$ cat config.mk
export PLATFORM = sky130hd
export DESIGN_NAME = pfm_dir_ctrl
export DESIGN_NICKNAME = d
export VERILOG_FILES = /design/src/rtl/pfm_pkg.sv /design/src/rtl/pfm_pulse_gen.sv /design/src/rtl/pfm_slosh_det.sv /design/src/rtl/pfm_seq_ctrl.sv /design/src/rtl/pfm_dir_ctrl.sv
export SDC_FILE = /design/constraint.sdc
export NUM_CORES = 1
export LEC_CHECK = 0
export BUFFER_PORTS_ARGS = -buffer_cell sky130_fd_sc_hd__buf_4
export CAP_MARGIN = 20
export CORE_MARGIN = 1
export CORE_UTILIZATION = 61
export CTS_CLUSTER_SIZE = 25
export DETAILED_ROUTE_END_ITERATION = 8
export GPL_ROUTABILITY_DRIVEN = 1
export PLACE_DENSITY = 0.88
export REMOVE_ABC_BUFFERS = 1
export SETUP_SLACK_MARGIN = 0.02
export SKIP_LAST_GASP = 1
export SYNTH_ARGS = -nofsm -noshare
export SYNTH_HDL_FRONTEND = slang
export SYNTH_SLANG_ARGS = --single-unit
$ cat constraint.sdc
create_clock -name clk -period 3.7 [get_ports clk]
set_input_delay 0.925 -clock clk [delete_from_list [all_inputs] [get_ports clk]]
set_output_delay 0.925 -clock clk [all_outputs]
set_load 0.05 [all_outputs]
$ cat src/rtl/pfm_pkg.sv
package pfm_pkg;

    typedef enum logic [1:0] {
        ST_IDLE    = 2'd0,
        ST_SETTLE  = 2'd1,
        ST_OBSERVE = 2'd2
    } pfm_state_t;

    typedef enum logic {
        DIR_BUCK  = 1'b0,
        DIR_BOOST = 1'b1
    } pfm_dir_t;

endpackage

$ cat src/rtl/pfm_pulse_gen.sv
module pfm_pulse_gen
    import pfm_pkg::*;
#(
    parameter int DT    = 4,
    parameter int PW    = 8,
    parameter int FLOOR = 11
) (
    input  logic          clk,
    input  logic          rst_n,
    input  logic          run,
    input  logic [PW-1:0] period,
    input  pfm_dir_t      dir,
    output logic          gate_hs,
    output logic          gate_ls,
    output logic          pulse_end
);

    localparam logic [PW-1:0] PH_LEAD  = PW'(DT);
    localparam logic [PW-1:0] PH_TRAIL = PW'(2 * DT);
    localparam logic [PW-1:0] P_FLOOR  = PW'(FLOOR);

    logic [PW-1:0] cnt;
    logic          lead_on;
    logic          trail_on;

    always_ff @(posedge clk) begin
        if (!rst_n || !run) begin
            cnt <= '0;
        end else if (pulse_end) begin
            cnt <= '0;
        end else begin
            cnt <= cnt + PW'(1);
        end
    end

    always_comb begin
        pulse_end = run && (cnt >= period - PW'(1));
        lead_on   = run && (cnt < PH_LEAD);
        trail_on  = run && (cnt > PH_LEAD) && (cnt <= PH_TRAIL);
        if (dir == DIR_BUCK) begin
            gate_hs = lead_on;
            gate_ls = trail_on;
        end else begin
            gate_hs = trail_on;
            gate_ls = lead_on;
        end
    end


    gates_excl_chk: assert property (@(posedge clk) disable iff (!rst_n)
        !(gate_hs && gate_ls));


    ls_after_gap_chk: assert property (@(posedge clk) disable iff (!rst_n)
        $rose(gate_ls) |-> !$past(gate_hs));


    hs_after_gap_chk: assert property (@(posedge clk) disable iff (!rst_n)
        $rose(gate_hs) |-> !$past(gate_ls));


    period_floor_chk: assert property (@(posedge clk) disable iff (!rst_n)
        run |-> (period >= P_FLOOR));

endmodule

$ cat src/rtl/pfm_slosh_det.sv
module pfm_slosh_det (
    input  logic clk,
    input  logic rst_n,
    input  logic fwd,
    input  logic rev,
    input  logic clr,
    output logic both_seen
);

    logic fwd_prev;
    logic rev_prev;
    logic fwd_seen;
    logic rev_seen;
    logic fwd_tog;
    logic rev_tog;

    always_comb begin
        fwd_tog   = fwd ^ fwd_prev;
        rev_tog   = rev ^ rev_prev;
        both_seen = (fwd_seen | fwd_tog) & (rev_seen | rev_tog);
    end

    always_ff @(posedge clk) begin
        if (!rst_n) begin
            fwd_prev <= 1'b0;
            rev_prev <= 1'b0;
            fwd_seen <= 1'b0;
            rev_seen <= 1'b0;
        end else begin
            fwd_prev <= fwd;
            rev_prev <= rev;
            fwd_seen <= clr ? 1'b0 : (fwd_seen | fwd_tog);
            rev_seen <= clr ? 1'b0 : (rev_seen | rev_tog);
        end
    end


    quiet_window_chk: assert property (@(posedge clk) disable iff (!rst_n)
        ($past(clr) && ($stable(fwd) || $stable(rev))) |-> !both_seen);

endmodule

$ cat src/rtl/pfm_seq_ctrl.sv
module pfm_seq_ctrl
    import pfm_pkg::*;
#(
    parameter int PW     = 8,
    parameter int T_LO   = 16,
    parameter int T_HI   = 64,
    parameter int T_MID  = 40,
    parameter int STEP   = 8,
    parameter int WIN    = 2,
    parameter int SETTLE = 1
) (
    input  logic          clk,
    input  logic          rst_n,
    input  logic          en,
    input  logic          pulse_end,
    input  logic          both_seen,
    input  logic          vlo_low,
    input  logic          vlo_high,
    output logic          run,
    output logic          clr,
    output logic [PW-1:0] period,
    output pfm_dir_t      dir
);

    localparam int CMAX = (WIN > SETTLE) ? WIN : SETTLE;
    localparam int CW   = $clog2(CMAX + 1);

    localparam logic [PW-1:0] P_LO   = PW'(T_LO);
    localparam logic [PW-1:0] P_HI   = PW'(T_HI);
    localparam logic [PW-1:0] P_MID  = PW'(T_MID);
    localparam logic [PW-1:0] P_STEP = PW'(STEP);
    localparam logic [PW:0]   W_STEP = (PW+1)'(STEP);
    localparam logic [CW-1:0] C_WIN  = CW'(WIN - 1);
    localparam logic [CW-1:0] C_SET  = CW'(SETTLE - 1);

    pfm_state_t    state_q, state_d;
    logic [PW-1:0] period_q, period_d;
    pfm_dir_t      dir_q, dir_d;
    logic [CW-1:0] pcnt_q, pcnt_d;

    logic          win_end;
    logic [PW:0]   up_w;
    logic [PW-1:0] per_up;
    logic [PW-1:0] per_dn;
    logic          go_fast;
    logic          go_slow;

    always_ff @(posedge clk) begin
        if (!rst_n) begin
            state_q  <= ST_IDLE;
            period_q <= P_MID;
            dir_q    <= DIR_BUCK;
            pcnt_q   <= '0;
        end else begin
            state_q  <= state_d;
            period_q <= period_d;
            dir_q    <= dir_d;
            pcnt_q   <= pcnt_d;
        end
    end

    always_comb begin
        up_w   = {1'b0, period_q} + W_STEP;
        per_up = (up_w > {1'b0, P_HI}) ? P_HI : up_w[PW-1:0];
        per_dn = ({1'b0, period_q} < ({1'b0, P_LO} + W_STEP)) ? P_LO : (period_q - P_STEP);
        if (dir_q == DIR_BUCK) begin
            go_fast = vlo_low && !vlo_high;
            go_slow = vlo_high && !vlo_low;
        end else begin
            go_fast = vlo_high && !vlo_low;
            go_slow = vlo_low && !vlo_high;
        end
        win_end = (state_q == ST_OBSERVE) && pulse_end && (pcnt_q == C_WIN);
    end

    always_comb begin
        state_d  = state_q;
        period_d = period_q;
        dir_d    = dir_q;
        pcnt_d   = pcnt_q;
        unique case (state_q)
            ST_IDLE: begin
                pcnt_d = '0;
                if (en) begin
                    state_d = ST_SETTLE;
                end
            end
            ST_SETTLE: begin
                if (pulse_end) begin
                    if (pcnt_q == C_SET) begin
                        state_d = ST_OBSERVE;
                        pcnt_d  = '0;
                    end else begin
                        pcnt_d = pcnt_q + CW'(1);
                    end
                end
            end
            ST_OBSERVE: begin
                if (win_end) begin
                    pcnt_d = '0;
                    if (both_seen) begin
                        if (period_q >= P_HI) begin
                            dir_d    = (dir_q == DIR_BUCK) ? DIR_BOOST : DIR_BUCK;
                            period_d = P_MID;
                            state_d  = ST_SETTLE;
                        end else begin
                            period_d = per_up;
                        end
                    end else if (go_fast) begin
                        period_d = per_dn;
                    end else if (go_slow) begin
                        period_d = per_up;
                    end
                end else if (pulse_end) begin
                    pcnt_d = pcnt_q + CW'(1);
                end
            end
            default: state_d = ST_IDLE;
        endcase
        if (!en) begin
            state_d  = ST_IDLE;
            period_d = P_MID;
            pcnt_d   = '0;
        end
    end

    always_comb begin
        run    = (state_q != ST_IDLE);
        clr    = (state_q != ST_OBSERVE) || win_end;
        period = period_q;
        dir    = dir_q;
    end


    period_range_chk: assert property (@(posedge clk) disable iff (!rst_n)
        (period_q >= P_LO) && (period_q <= P_HI));


    period_hold_chk: assert property (@(posedge clk) disable iff (!rst_n)
        ((state_q != ST_IDLE) && en && !pulse_end) |=> $stable(period_q));


    dir_flip_chk: assert property (@(posedge clk) disable iff (!rst_n)
        !$stable(dir_q) |-> (($past(period_q) == P_HI) && $past(both_seen) && $past(en)));


    backoff_chk: assert property (@(posedge clk) disable iff (!rst_n)
        (win_end && en && both_seen && (period_q < P_HI)) |=>
            ((period_q > $past(period_q)) && $stable(dir_q)));

endmodule

$ cat src/rtl/pfm_dir_ctrl.sv
module pfm_dir_ctrl
    import pfm_pkg::*;
#(
    parameter int DT            = 4,
    parameter int DEAD_MARGIN   = 2,
    parameter int T_MIN         = 16,
    parameter int T_MAX         = 64,
    parameter int STEP          = 8,
    parameter int WIN_PULSES    = 2,
    parameter int SETTLE_PULSES = 1,
    parameter int PW            = 8
) (
    input  logic clk,
    input  logic rst_n,
    input  logic en,
    input  logic fwd_det,
    input  logic rev_det,
    input  logic vlo_low,
    input  logic vlo_high,
    output logic gate_hs,
    output logic gate_ls,
    output logic dir_boost
);

    localparam int FLOOR = 2 * DT + 1 + DEAD_MARGIN;
    localparam int T_LO  = (T_MIN > FLOOR) ? T_MIN : FLOOR;
    localparam int T_MID = (T_LO + T_MAX) / 2;

    logic          run;
    logic          clr;
    logic          pulse_end;
    logic          both_seen;
    logic [PW-1:0] period;
    pfm_dir_t      dir;

    pfm_seq_ctrl #(
        .PW(PW), .T_LO(T_LO), .T_HI(T_MAX), .T_MID(T_MID),
        .STEP(STEP), .WIN(WIN_PULSES), .SETTLE(SETTLE_PULSES)
    ) u_seq (
        .clk(clk), .rst_n(rst_n), .en(en), .pulse_end(pulse_end),
        .both_seen(both_seen), .vlo_low(vlo_low), .vlo_high(vlo_high),
        .run(run), .clr(clr), .period(period), .dir(dir)
    );

    pfm_slosh_det u_det (
        .clk(clk), .rst_n(rst_n), .fwd(fwd_det), .rev(rev_det),
        .clr(clr), .both_seen(both_seen)
    );

    pfm_pulse_gen #(.DT(DT), .PW(PW), .FLOOR(FLOOR)) u_pg (
        .clk(clk), .rst_n(rst_n), .run(run), .period(period), .dir(dir),
        .gate_hs(gate_hs), .gate_ls(gate_ls), .pulse_end(pulse_end)
    );

    assign dir_boost = (dir == DIR_BOOST);

endmodule

==> impl_metrics.csv <==
group,metric,value,unit
yosys,syn_area_per_cell,8.57,um2
cts,postCtsSetupBuffers,0,
yosys,yosys-top-cells-area,"dfxtp_1 26%, ha_1 14%, nor2_1 4.4%, xnor2_1 4.2%, nand2_1 3.6%",
critical_path,cp_data_required_time,3990,ps
floorplanning,die_w,57.7,um
route,drt_iter0_drc,73,
route,route.vias.total,1551,
power_and_ir_drop,p_switching,136,uW
floorplanning,core-area,0.00285,mm2
sta,clock_skew,11.4,ps
critical_path,start_kind,"flip-flop",
yosys,synthArstFlopShare,0,
sta,worstMarginPinSlew,508,ps
cells_and_area,final_net_count,255,
sta,tns,0,ps
yosys,synth-simple-area-share,0.243,
route,ant_nets,0,
yosys,synth_top_family_by_area,"simple AND/OR/NAND/NOR gates",
route,drc_errors,0,
cts,cts_hold_buf,0,
power_and_ir_drop,peakVddDrop,0.226,mV
global_route,grt_pass1_wl,6310,um
floorplanning,die_area,0.00333,mm2
global_route,first_global_vias,1459,
sta,finalSetupViolCount,0,
sta,slew_headroom,0.661,
min_path,hp-class,"flip-flop to flip-flop",
yosys,synth_cells,221,
sta,rsz0062_at_grt,"false",
cells_and_area,area_delta_synth_final,5.28,%
sta,drv_slew,0,
yosys,yosysWarnings,0,
global_route,grt_max_degree,16,
yosys,synth-edff-count,0,
yosys,synth_compound_area_frac,0.206,
yosys,yosys.area_share.xor_xnor,0.0779,
power_and_ir_drop,combPwrFrac,0.141,
yosys,synth_top_area_cell,"dfxtp_1",
floorplanning,pin_count,10,
placement,dpl.hpwl,2810,um
yosys,ys_types,59,
critical_path,critPathMaxFanout,14,
power_and_ir_drop,leakagePower,0.000767,uW
cts,numCtsBuffers,3,
yosys,synthMuxAreaShare,0.0211,
sta,post-route-period-util,0.813,
critical_path,setup.worst_path.class,"flip-flop to flip-flop",
placement,place.port_buffers,9,
yosys,synth_flop_cell,"dfxtp_1",
yosys,syn_area,0.00189,mm2
global_route,grtUsageTotal,0.240,
power_and_ir_drop,swShare,0.285,
global_route,grt_overflow,0,
cells_and_area,antenna_cells,0,
route,via_per_inst,6.04,
floorplanning,row_count,19,
route,dr.pass1.iters,6,
cts,htree_num_levels,1,
cts,clkSinkCount,25,
cells_and_area,layout-drive-gt1-share,0.124,
cells_and_area,finalNonFillerCells,257,
cts,clock_path_buffers,2,
critical_path,worstPathArrival,3300,ps
cts,clockRootBuffer,"clkbuf_4",
power_and_ir_drop,internal-power,342,uW
sta,max_freq,0.332,GHz
power_and_ir_drop,seqPwrFrac,0.579,
power_and_ir_drop,p_clk_frac,0.280,
sta,hold_viol,0,
sta,min_period,3010,ps
route,routedWlPerCell,14.1,um
global_route,antenna_found_initial,0,
route,totalWireLength,3620,um
cts,cts_tree,"done",
yosys,synth_seq_cells,25,
status,outcome,"completed",
placement,dp_cells,253,
cts,cts_resized,0,
floorplanning,start_util,0.664,
cts,clk_pin_slew,150,ps
critical_path,endpoint_kind,"flip-flop",
yosys,yosys.area_share.adder,0.139,
run,cap_violations,0,
power_and_ir_drop,power_density,240,mW/mm2
yosys,yosysSeqAreaShare,0.264,
placement,place.gp.congestion,0.880,
yosys,synth_top_area_frac,0.264,
cts,insertion_delay,340,ps
floorplanning,die-height,57.7,um
cells_and_area,nFillCells,217,
==> cell usage in the layout, fill, tap and decap left out, drive strengths merged, types with 3 or more instances in the layout <==
master,count
dfxtp,25
nor2,22
ha,21
nand2,18
inv,13
a21oi,13
buf,10
xnor2,9
nor3,7
nand3,7
xor2,7
nor2b,5
nand2b,4
o21ai,4
mux2i,4
and2,4
nor3b,3
a31oi,3
o31ai,3
clkbuf,3
nand4,3
==> flip-flops by register name (all words and copies together), names as in the netlist <==
name            count
u_det.fwd_prev      1
u_det.fwd_seen      1
u_det.rev_prev      1
u_det.rev_seen      1
u_pg.cnt            8
u_seq.dir           1
u_seq.pcnt_q        2
u_seq.period        8
u_seq.state_q       2
==> path summary, 6_finish.rpt <==
kind                                startpoint                      endpoint  slack, ps  cells after the start
setup reg to reg  u_seq.period[3]$_SDFFE_PN1P_  u_seq.period[7]$_SDFFE_PN0P_        690                      9
setup / recovery  u_seq.period[3]$_SDFFE_PN1P_  u_seq.period[7]$_SDFFE_PN0P_        690                      9
hold reg to reg         u_pg.cnt[0]$_SDFF_PP0_        u_pg.cnt[0]$_SDFF_PP0_        480                      1
hold / removal          u_pg.cnt[0]$_SDFF_PP0_        u_pg.cnt[0]$_SDFF_PP0_        480                      1
==> routing by layer <==
layer  vias up  share of wire  track usage
li1        799              -            -
met1       719           0.48        0.291
met2        26           0.48        0.429
met3         7          0.029       0.0491
met4         0          0.011       0.0714
met5         -              0            0
==> cell usage after synthesis, drive strengths merged (5+ instances only) <==
library cell / count
ha: 21
nor2b: 5
xor2: 7
clkbuf: 5
nand3: 7
nor2: 22
inv: 13
dfxtp: 25
nand2: 18
nor3: 7
xnor2: 9
a21oi: 13
==> cells by family after synthesis <==
group	after synthesis
multiplexers	4
XOR/XNOR	16
buffers and inverters	22
flip-flops	25
AND/OR/NAND/NOR	85
adder cells (fa/ha/maj)	21
AO/OA/AOI/OAI	48
==> metrics by stage <==
step / power (uW) / hold slack, ps / setup WS [ps] / util / cell area (um2)
floorplan: 329 / 430 / 932 / - / 1850
global placement: 347 / 444 / 805 / 0.689 / 1960
detailed placement: 350 / 454 / 737 / 0.689 / 1960
CTS: 480 / 482 / 703 / 0.699 / 1990
global route: 496 / 526 / 472 / 0.699 / 1990
finish: 478 / 482 / 690 / 0.699 / 1990
==> worst max-delay path, cell delays in order (launching register included) <==
cell     delay, ps
dfxtp_1        470
or3_1          470
nor3b_1        260
xnor2_1        100
ha_1           310
nand4_2        110
o32ai_4        400
nand3_4        180
or4b_1         500
o22ai_1        160
==> power groups by stage <==
| stage | Clock, uW | Sequential, uW | Combinational (uW) |
|---|---|---|---|
| after floorplan | 0 | 282 | 46.8 |
| after global placement | 0 | 282 | 65.0 |
| after detailed placement | 0 | 283 | 67.3 |
| after CTS | 136 | 277 | 67.5 |
| after global routing | 145 | 278 | 73.4 |
| final | 134 | 277 | 67.4 |
==> area by class of cell <==
type	instances	area, um2	share of cell area
Multi-Input combinational cell	174	1300	0.652
Tap cell	31	38.8	0.0194
Inverter	13	48.8	0.0245
Timing Repair Buffer	10	75.1	0.0376
Clock inverter	1	7.51	0.00376
Sequential cell	25	500	0.251
Clock buffer	3	22.5	0.0113
No activity file was read; power rests on OpenSTA's default activity.
